[src/rtl/mac_pkg.sv]
// Package: shared types for the multiply-accumulate datapath.
// Assumes: nothing beyond standard SystemVerilog packed types.
package mac_pkg;

    // Result-register update controls, grouped so they travel together.
    typedef struct packed {
        logic en;
        logic mul_only;
        logic clear;
    } acc_ctrl_t;

    // Readout sequencer state: idle/first word, or second word still owed.
    typedef enum logic {
        RO_FREE     = 1'b0,
        RO_HIGH_DUE = 1'b1
    } ro_state_t;

endpackage

[src/rtl/mac_operand_regs.sv]
// Module: mac_operand_regs
// Holds the X and Y operands. Each has a two-way source mux and a load strobe.
// Assumes: OP_W <= BUS_W. X takes the low OP_W bits of the result-bus feedback.
module mac_operand_regs #(
    parameter int OP_W  = 16,
    parameter int BUS_W = 32
) (
    input  logic             clk,
    input  logic             rst_n,
    input  logic [OP_W-1:0]  dm_data,
    input  logic [OP_W-1:0]  pm_data,
    input  logic [BUS_W-1:0] rbus_in,
    input  logic             x_src_rbus,
    input  logic             x_load,
    input  logic             y_src_pm,
    input  logic             y_load,
    output logic [OP_W-1:0]  x_q,
    output logic [OP_W-1:0]  y_q
);

    logic [OP_W-1:0] x_next;
    logic [OP_W-1:0] y_next;

    // Source selection for both operand registers.
    always_comb begin
        x_next = x_src_rbus ? rbus_in[OP_W-1:0] : dm_data;
        y_next = y_src_pm   ? pm_data           : dm_data;
    end

    // Operand registers: load only when strobed.
    always_ff @(posedge clk) begin
        if (!rst_n) begin
            x_q <= '0;
            y_q <= '0;
        end else begin
            if (x_load) x_q <= x_next;
            if (y_load) y_q <= y_next;
        end
    end

endmodule

[src/rtl/mac_arith.sv]
// Module: mac_arith
// Signed multiplier and 40-bit accumulator. The result is kept as a low word
// and a high guard byte. In multiply-only mode the product skips the adder.
// Assumes: 2*OP_W <= BUS_W < ACC_W. Sums wrap; there is no saturation.
module mac_arith
    import mac_pkg::*;
#(
    parameter int OP_W  = 16,
    parameter int ACC_W = 40,
    parameter int BUS_W = 32
) (
    input  logic                   clk,
    input  logic                   rst_n,
    input  logic [OP_W-1:0]        x_q,
    input  logic [OP_W-1:0]        y_q,
    input  acc_ctrl_t              ctrl,
    output logic [BUS_W-1:0]       acc_lo,
    output logic [ACC_W-BUS_W-1:0] acc_hi
);

    localparam int PROD_W = 2 * OP_W;
    localparam int HI_W   = ACC_W - BUS_W;
    localparam int EXT_W  = ACC_W - PROD_W;

    logic signed [PROD_W-1:0] product;
    logic [ACC_W-1:0]         prod_ext;
    logic [BUS_W-1:0]         prod_lo;
    logic [ACC_W-1:0]         acc_sum;

    // Signed multiply, then sign extension to the accumulator width.
    always_comb begin
        product  = $signed(x_q) * $signed(y_q);
        prod_ext = {{EXT_W{product[PROD_W-1]}}, product};
        acc_sum  = {acc_hi, acc_lo} + prod_ext;
    end

    // Bypass path into the low word; its width depends on the parameters.
    generate
        if (BUS_W > PROD_W) begin : g_lo_ext
            assign prod_lo = {{(BUS_W-PROD_W){product[PROD_W-1]}}, product};
        end else begin : g_lo_fit
            assign prod_lo = product;
        end
    endgenerate

    // Result registers: multiply-only, clear-and-load, or accumulate.
    always_ff @(posedge clk) begin
        if (!rst_n) begin
            acc_lo <= '0;
            acc_hi <= '0;
        end else if (ctrl.en) begin
            if (ctrl.mul_only) begin
                acc_lo <= prod_lo;
            end else if (ctrl.clear) begin
                acc_lo <= prod_ext[BUS_W-1:0];
                acc_hi <= prod_ext[ACC_W-1:BUS_W];
            end else begin
                acc_lo <= acc_sum[BUS_W-1:0];
                acc_hi <= acc_sum[ACC_W-1:BUS_W];
            end
        end
    end

    // HI_W is used for documentation of the split; tie it to the port width.
    logic [HI_W-1:0] unused_hi_shape;
    assign unused_hi_shape = acc_hi;

endmodule

[src/rtl/mac_readout.sv]
// Module: mac_readout
// Drives the result onto the shared bus: the low word in one cycle, plus an
// optional second cycle carrying the sign-extended high byte in the low lane.
// Assumes: HI_W < BUS_W. The high byte is captured when the read starts.
module mac_readout
    import mac_pkg::*;
#(
    parameter int BUS_W = 32,
    parameter int HI_W  = 8
) (
    input  logic             clk,
    input  logic             rst_n,
    input  logic [BUS_W-1:0] acc_lo,
    input  logic [HI_W-1:0]  acc_hi,
    input  logic             rd_start,
    input  logic             rd_wide,
    output logic [BUS_W-1:0] rbus_out,
    output logic             rbus_valid
);

    localparam int UP_W = BUS_W - HI_W;

    ro_state_t       state;
    logic [HI_W-1:0] hi_snap;
    logic [BUS_W-1:0] hi_word;

    // Upper lane is the sign of the high byte, lower lane the byte itself.
    always_comb begin
        hi_word = {{UP_W{hi_snap[HI_W-1]}}, hi_snap};
    end

    // Readout sequencer and registered bus drive.
    always_ff @(posedge clk) begin
        if (!rst_n) begin
            state      <= RO_FREE;
            hi_snap    <= '0;
            rbus_out   <= '0;
            rbus_valid <= 1'b0;
        end else if (state == RO_HIGH_DUE) begin
            rbus_out   <= hi_word;
            rbus_valid <= 1'b1;
            state      <= RO_FREE;
        end else if (rd_start) begin
            rbus_out   <= acc_lo;
            rbus_valid <= 1'b1;
            hi_snap    <= acc_hi;
            state      <= rd_wide ? RO_HIGH_DUE : RO_FREE;
        end else begin
            rbus_out   <= '0;
            rbus_valid <= 1'b0;
        end
    end

endmodule

[src/rtl/mac_unit.sv]
// Module: mac_unit (top)
// Multiply-accumulate datapath: operand muxes and registers, signed multiply,
// 40-bit accumulate or multiply-only bypass, and result-bus readout.
// Assumes: all strobes come from an external control unit, registered on clk.
module mac_unit
    import mac_pkg::*;
#(
    parameter int OP_W  = 16,
    parameter int ACC_W = 40,
    parameter int BUS_W = 32
) (
    input  logic             clk,
    input  logic             rst_n,
    input  logic [OP_W-1:0]  dm_data,
    input  logic [OP_W-1:0]  pm_data,
    input  logic [BUS_W-1:0] rbus_in,
    input  logic             x_src_rbus,
    input  logic             x_load,
    input  logic             y_src_pm,
    input  logic             y_load,
    input  logic             mac_en,
    input  logic             mul_only,
    input  logic             acc_clear,
    input  logic             rd_start,
    input  logic             rd_wide,
    output logic [BUS_W-1:0] rbus_out,
    output logic             rbus_valid
);

    localparam int HI_W = ACC_W - BUS_W;

    logic [OP_W-1:0]  x_q;
    logic [OP_W-1:0]  y_q;
    logic [BUS_W-1:0] acc_lo;
    logic [HI_W-1:0]  acc_hi;
    acc_ctrl_t        acc_ctrl;

    // Bundle the mode strobes for the arithmetic stage.
    always_comb begin
        acc_ctrl.en       = mac_en;
        acc_ctrl.mul_only = mul_only;
        acc_ctrl.clear    = acc_clear;
    end

    mac_operand_regs #(.OP_W(OP_W), .BUS_W(BUS_W)) u_ops (
        .clk        (clk),
        .rst_n      (rst_n),
        .dm_data    (dm_data),
        .pm_data    (pm_data),
        .rbus_in    (rbus_in),
        .x_src_rbus (x_src_rbus),
        .x_load     (x_load),
        .y_src_pm   (y_src_pm),
        .y_load     (y_load),
        .x_q        (x_q),
        .y_q        (y_q)
    );

    mac_arith #(.OP_W(OP_W), .ACC_W(ACC_W), .BUS_W(BUS_W)) u_arith (
        .clk    (clk),
        .rst_n  (rst_n),
        .x_q    (x_q),
        .y_q    (y_q),
        .ctrl   (acc_ctrl),
        .acc_lo (acc_lo),
        .acc_hi (acc_hi)
    );

    mac_readout #(.BUS_W(BUS_W), .HI_W(HI_W)) u_rd (
        .clk        (clk),
        .rst_n      (rst_n),
        .acc_lo     (acc_lo),
        .acc_hi     (acc_hi),
        .rd_start   (rd_start),
        .rd_wide    (rd_wide),
        .rbus_out   (rbus_out),
        .rbus_valid (rbus_valid)
    );

endmodule

[config.mk]
export PLATFORM = sky130hd
export DESIGN_NAME = mac_unit
export DESIGN_NICKNAME = d
export VERILOG_FILES = /design/src/rtl/mac_pkg.sv /design/src/rtl/mac_operand_regs.sv /design/src/rtl/mac_arith.sv /design/src/rtl/mac_readout.sv /design/src/rtl/mac_unit.sv
export SDC_FILE = /design/constraint.sdc
export NUM_CORES = 1
export LEC_CHECK = 0
export BUFFER_PORTS_ARGS = -buffer_cell sky130_fd_sc_hd__clkbuf_2
export CAP_MARGIN = 25
export CORE_UTILIZATION = 45
export DETAILED_ROUTE_END_ITERATION = 7
export HOLD_SLACK_MARGIN = 0.05
export PLACE_DENSITY_LB_ADDON = 0.1
export SYNTH_ARGS = -nofsm -noshare
export SYNTH_HDL_FRONTEND = slang
export SYNTH_SLANG_ARGS = --single-unit
[constraint.sdc]
create_clock -name clk -period 9.52 [get_ports clk]
set_input_delay 0.952 -clock clk [delete_from_list [all_inputs] [get_ports clk]]
set_output_delay 0.952 -clock clk [all_outputs]
set_load 0.05 [all_outputs]
==> run_results.csv <==
group,metric,value,unit
timing,min_period,8760,ps
worst_setup_path,path_buf_inv,4,
clock_tree,cts_resized,0,
logic_synthesis,synth_compound_area_share,14.5,%
logic_synthesis,synthXorXnorAreaFrac,3.38,%
drt,avgViaCountPerCell,5.26,
grt,grt_max_degree,64,
worst_setup_path,cp-end-kind,"register",
drt,routed_wirelength,41200,um
final_layout,mostFrequentLayoutCells,"inv_1 (302), fa_1 (263), nand2_1 (214)",
worst_setup_path,cp_common_cell,"fa_1",
die,die_w,193,um
clock_tree,cts_setup_buffers,0,
logic_synthesis,synth_top_family_by_area,"adder cells",
timing,setup_viol,0,
final_layout,fin_area,18000,um2
place,port_buffers,91,
die,chipHeight,193,um
final_layout,stdcell_count,2402,
timing,max_slew_margin,42.3,%
hold_path,hp-class,"register to register",
die,die-area,37200,um2
worst_setup_path,crit_path_max_incr_delay,830,ps
timing,tightest_slew,862,ps
drt,drt_iter0_markers,574,
logic_synthesis,ys_ff_latch,114,
grt,antenna_found_initial,0,
logic_synthesis,yosys.area_share.simple,15.3,%
final_layout,syn2layout_area_growth,9.66,%
clock_tree,path_clk_slew,70,ps
clock_tree,cts-root-buf,"clkbuf_16",
worst_setup_path,start_kind,"register",
die,core-area,35700,um2
timing,grt_setup_unrepaired,"no",
timing,finalClockSkew,12.1,ps
clock_tree,insertion_delay,430,ps
drt,wire_per_inst,17.2,um
timing,max_freq,114,MHz
run,drv_cap,0,
final_layout,fill_cells,3398,
drt,vias,12600,
timing,drv_slew,0,
clock_tree,h-tree-depth,4,
drt,wl_met1,19000,um
grt,grt_overflow,0,
grt,grt_util_all_layers,23.9,%
logic_synthesis,synth-edff-count,0,
worst_setup_path,cp_top_family,"adder cells",
drt,wl_met3,1500,um
pwr,ir_worst_vdd,0.289,mV
pwr,power.leakage,9.16,nW
final_layout,antennaDiodeCount,0,
clock_tree,clock-sinks,114,
worst_setup_path,cp_data_required_time,9900,ps
die,start_util,46.0,%
worst_setup_path,critPathMaxFanout,17,
logic_synthesis,ys_warn_count,0,
pwr,p_per_area,266,nW/um2
timing,hold_viol_final,0,
final_layout,drive_gt1_share,9.74,%
place,dp_cells,2370,
clock_tree,hold_buffers,0,
pwr,p_total,0.00478,W
logic_synthesis,synth-seq-area-share,13.9,%
logic_synthesis,muxShareOfSynthArea,2.20,%
worst_setup_path,critPathArrivalTime,9130,ps
worst_setup_path,crit_slowest_cell,"dfxtp_1",
status,violations,"design-rule violations",
drt,highest_layer,"met4",
die,rows,69,
place,postPlaceCellArea,17400,um2
grt,first_global_vias,13200,
place,post-dp-hpwl,33700,um
grt,grt_pass1_wl,68900,um
clock_tree,cts_buffer_depth,2,
logic_synthesis,async_reset_ff_share,0,%
drt,antenna_left,0,
status,outcome,"complete, but fails checks",
place,place_congestion,0.867,
final_layout,final_common_cell,"inv_1",
final_layout,nNetsFinal,2391,
drt,drtPass1Iterations,7,
logic_synthesis,synth_cells,1868,
drt,wl_met2,19700,um
logic_synthesis,synth_cell_types,74,
worst_setup_path,critPathKind,"register to register",
logic_synthesis,synth-adder-area-share,41.7,%
logic_synthesis,avgSynthCellArea,8.77,um2
logic_synthesis,synthFlopType,"dfxtp_1",
logic_synthesis,syn_nets,2331,
logic_synthesis,syn_area,16400,um2
drt,post-route-drc-count,21,
clock_tree,cts_tree,"done",
die,ios,108,
timing,period_share,92.0,%
timing,finalSetupTns,0,ps
clock_tree,cts_buffers,17,
[cells in the mapped netlist (9+ instances only)]
| master | instances | area [um2] |
|---|---|---|
| a21oi_1 | 91 | 455 |
| nand2b_1 | 14 | 87.6 |
| nand4_1 | 12 | 75.1 |
| o21ai_0 | 60 | 300 |
| o21a_1 | 14 | 105 |
| a21o_1 | 58 | 435 |
| a311oi_1 | 10 | 87.6 |
| a211oi_1 | 43 | 323 |
| nor2_1 | 112 | 420 |
| xnor2_1 | 45 | 394 |
| xor2_1 | 15 | 131 |
| inv_1 | 302 | 1130 |
| nand2_1 | 214 | 803 |
| nor3_1 | 9 | 45.0 |
| ha_1 | 125 | 1560 |
| mux2i_1 | 36 | 360 |
| dfxtp_1 | 114 | 2280 |
| o21bai_1 | 12 | 90.1 |
| a31oi_1 | 9 | 56.3 |
| fa_1 | 263 | 5270 |
| clkbuf_1 | 81 | 304 |
| and2_1 | 128 | 801 |
[layout make-up]
type	count	area, um2	area share [%]
multi-input combinational	1365	12600	70.3
sequential	114	2280	12.7
inverter	303	1140	6.33
timing repair buffer	127	746	4.15
tap	461	577	3.21
clock buffer	17	425	2.37
clock inverter	15	161	0.898
[registers in the layout, summed over array words and instances (netlist names)]
name,count
u_arith.acc_lo,32
u_rd.rbus_out,32
u_ops.x_q,16
u_ops.y_q,16
u_arith.acc_hi,8
u_rd.hi_snap,8
u_rd.rbus_valid,1
u_rd.state,1
[where the power goes]
group          switching [W]  internal [W]  total (W)  leakage [nW]
Clock               0.000294      0.000373   0.000667         0.282
Combinational        0.00205       0.00142    0.00346          7.94
Sequential         0.0000941      0.000550   0.000644         0.939
[path summary, 6_finish.rpt]
path / from / endpoint / slack (ps) / depth (start not counted)
max reg2reg: u_ops.x_q[14] / u_arith.acc_hi[7] / 760 / 28
min reg2reg: u_rd.hi_snap[0] / u_rd.hi_snap[0] / 460 / 2
max: u_ops.x_q[14] / u_arith.acc_hi[7] / 760 / 28
min: u_rd.hi_snap[0] / u_rd.hi_snap[0] / 460 / 2
[metrics by stage]
step | hold slack, ps | setup slack (ps) | utilization [%]
2_1_floorplan | 432 | 1570 | -
3_3_place_gp | 445 | 813 | 48.7
3_5_place_dp | 451 | 709 | 48.7
4_1_cts | 461 | 684 | 50.4
5_1_grt | 485 | 211 | 50.4
6_report | 461 | 762 | 50.4
[tightest hold or removal path, stage by stage, from the launching register on]
cell and delay (ps):
dfxtp_1 310, nand2_1 50, a21oi_1 50
[routing by layer]
layer  global-route usage [%]  vias up
met5                        0        -
met4                     6.27        0
met3                     3.07       39
met2                     40.7      229
met1                     31.8     6269
li1                         -     6108
[cell families after synthesis]
group / after synthesis
simple gates: 528
buf+inv: 389
fa+ha+maj: 388
compound gates: 352
flops: 114
xor+xnor: 61
mux: 36
No activity file was read; power rests on OpenSTA's default activity.
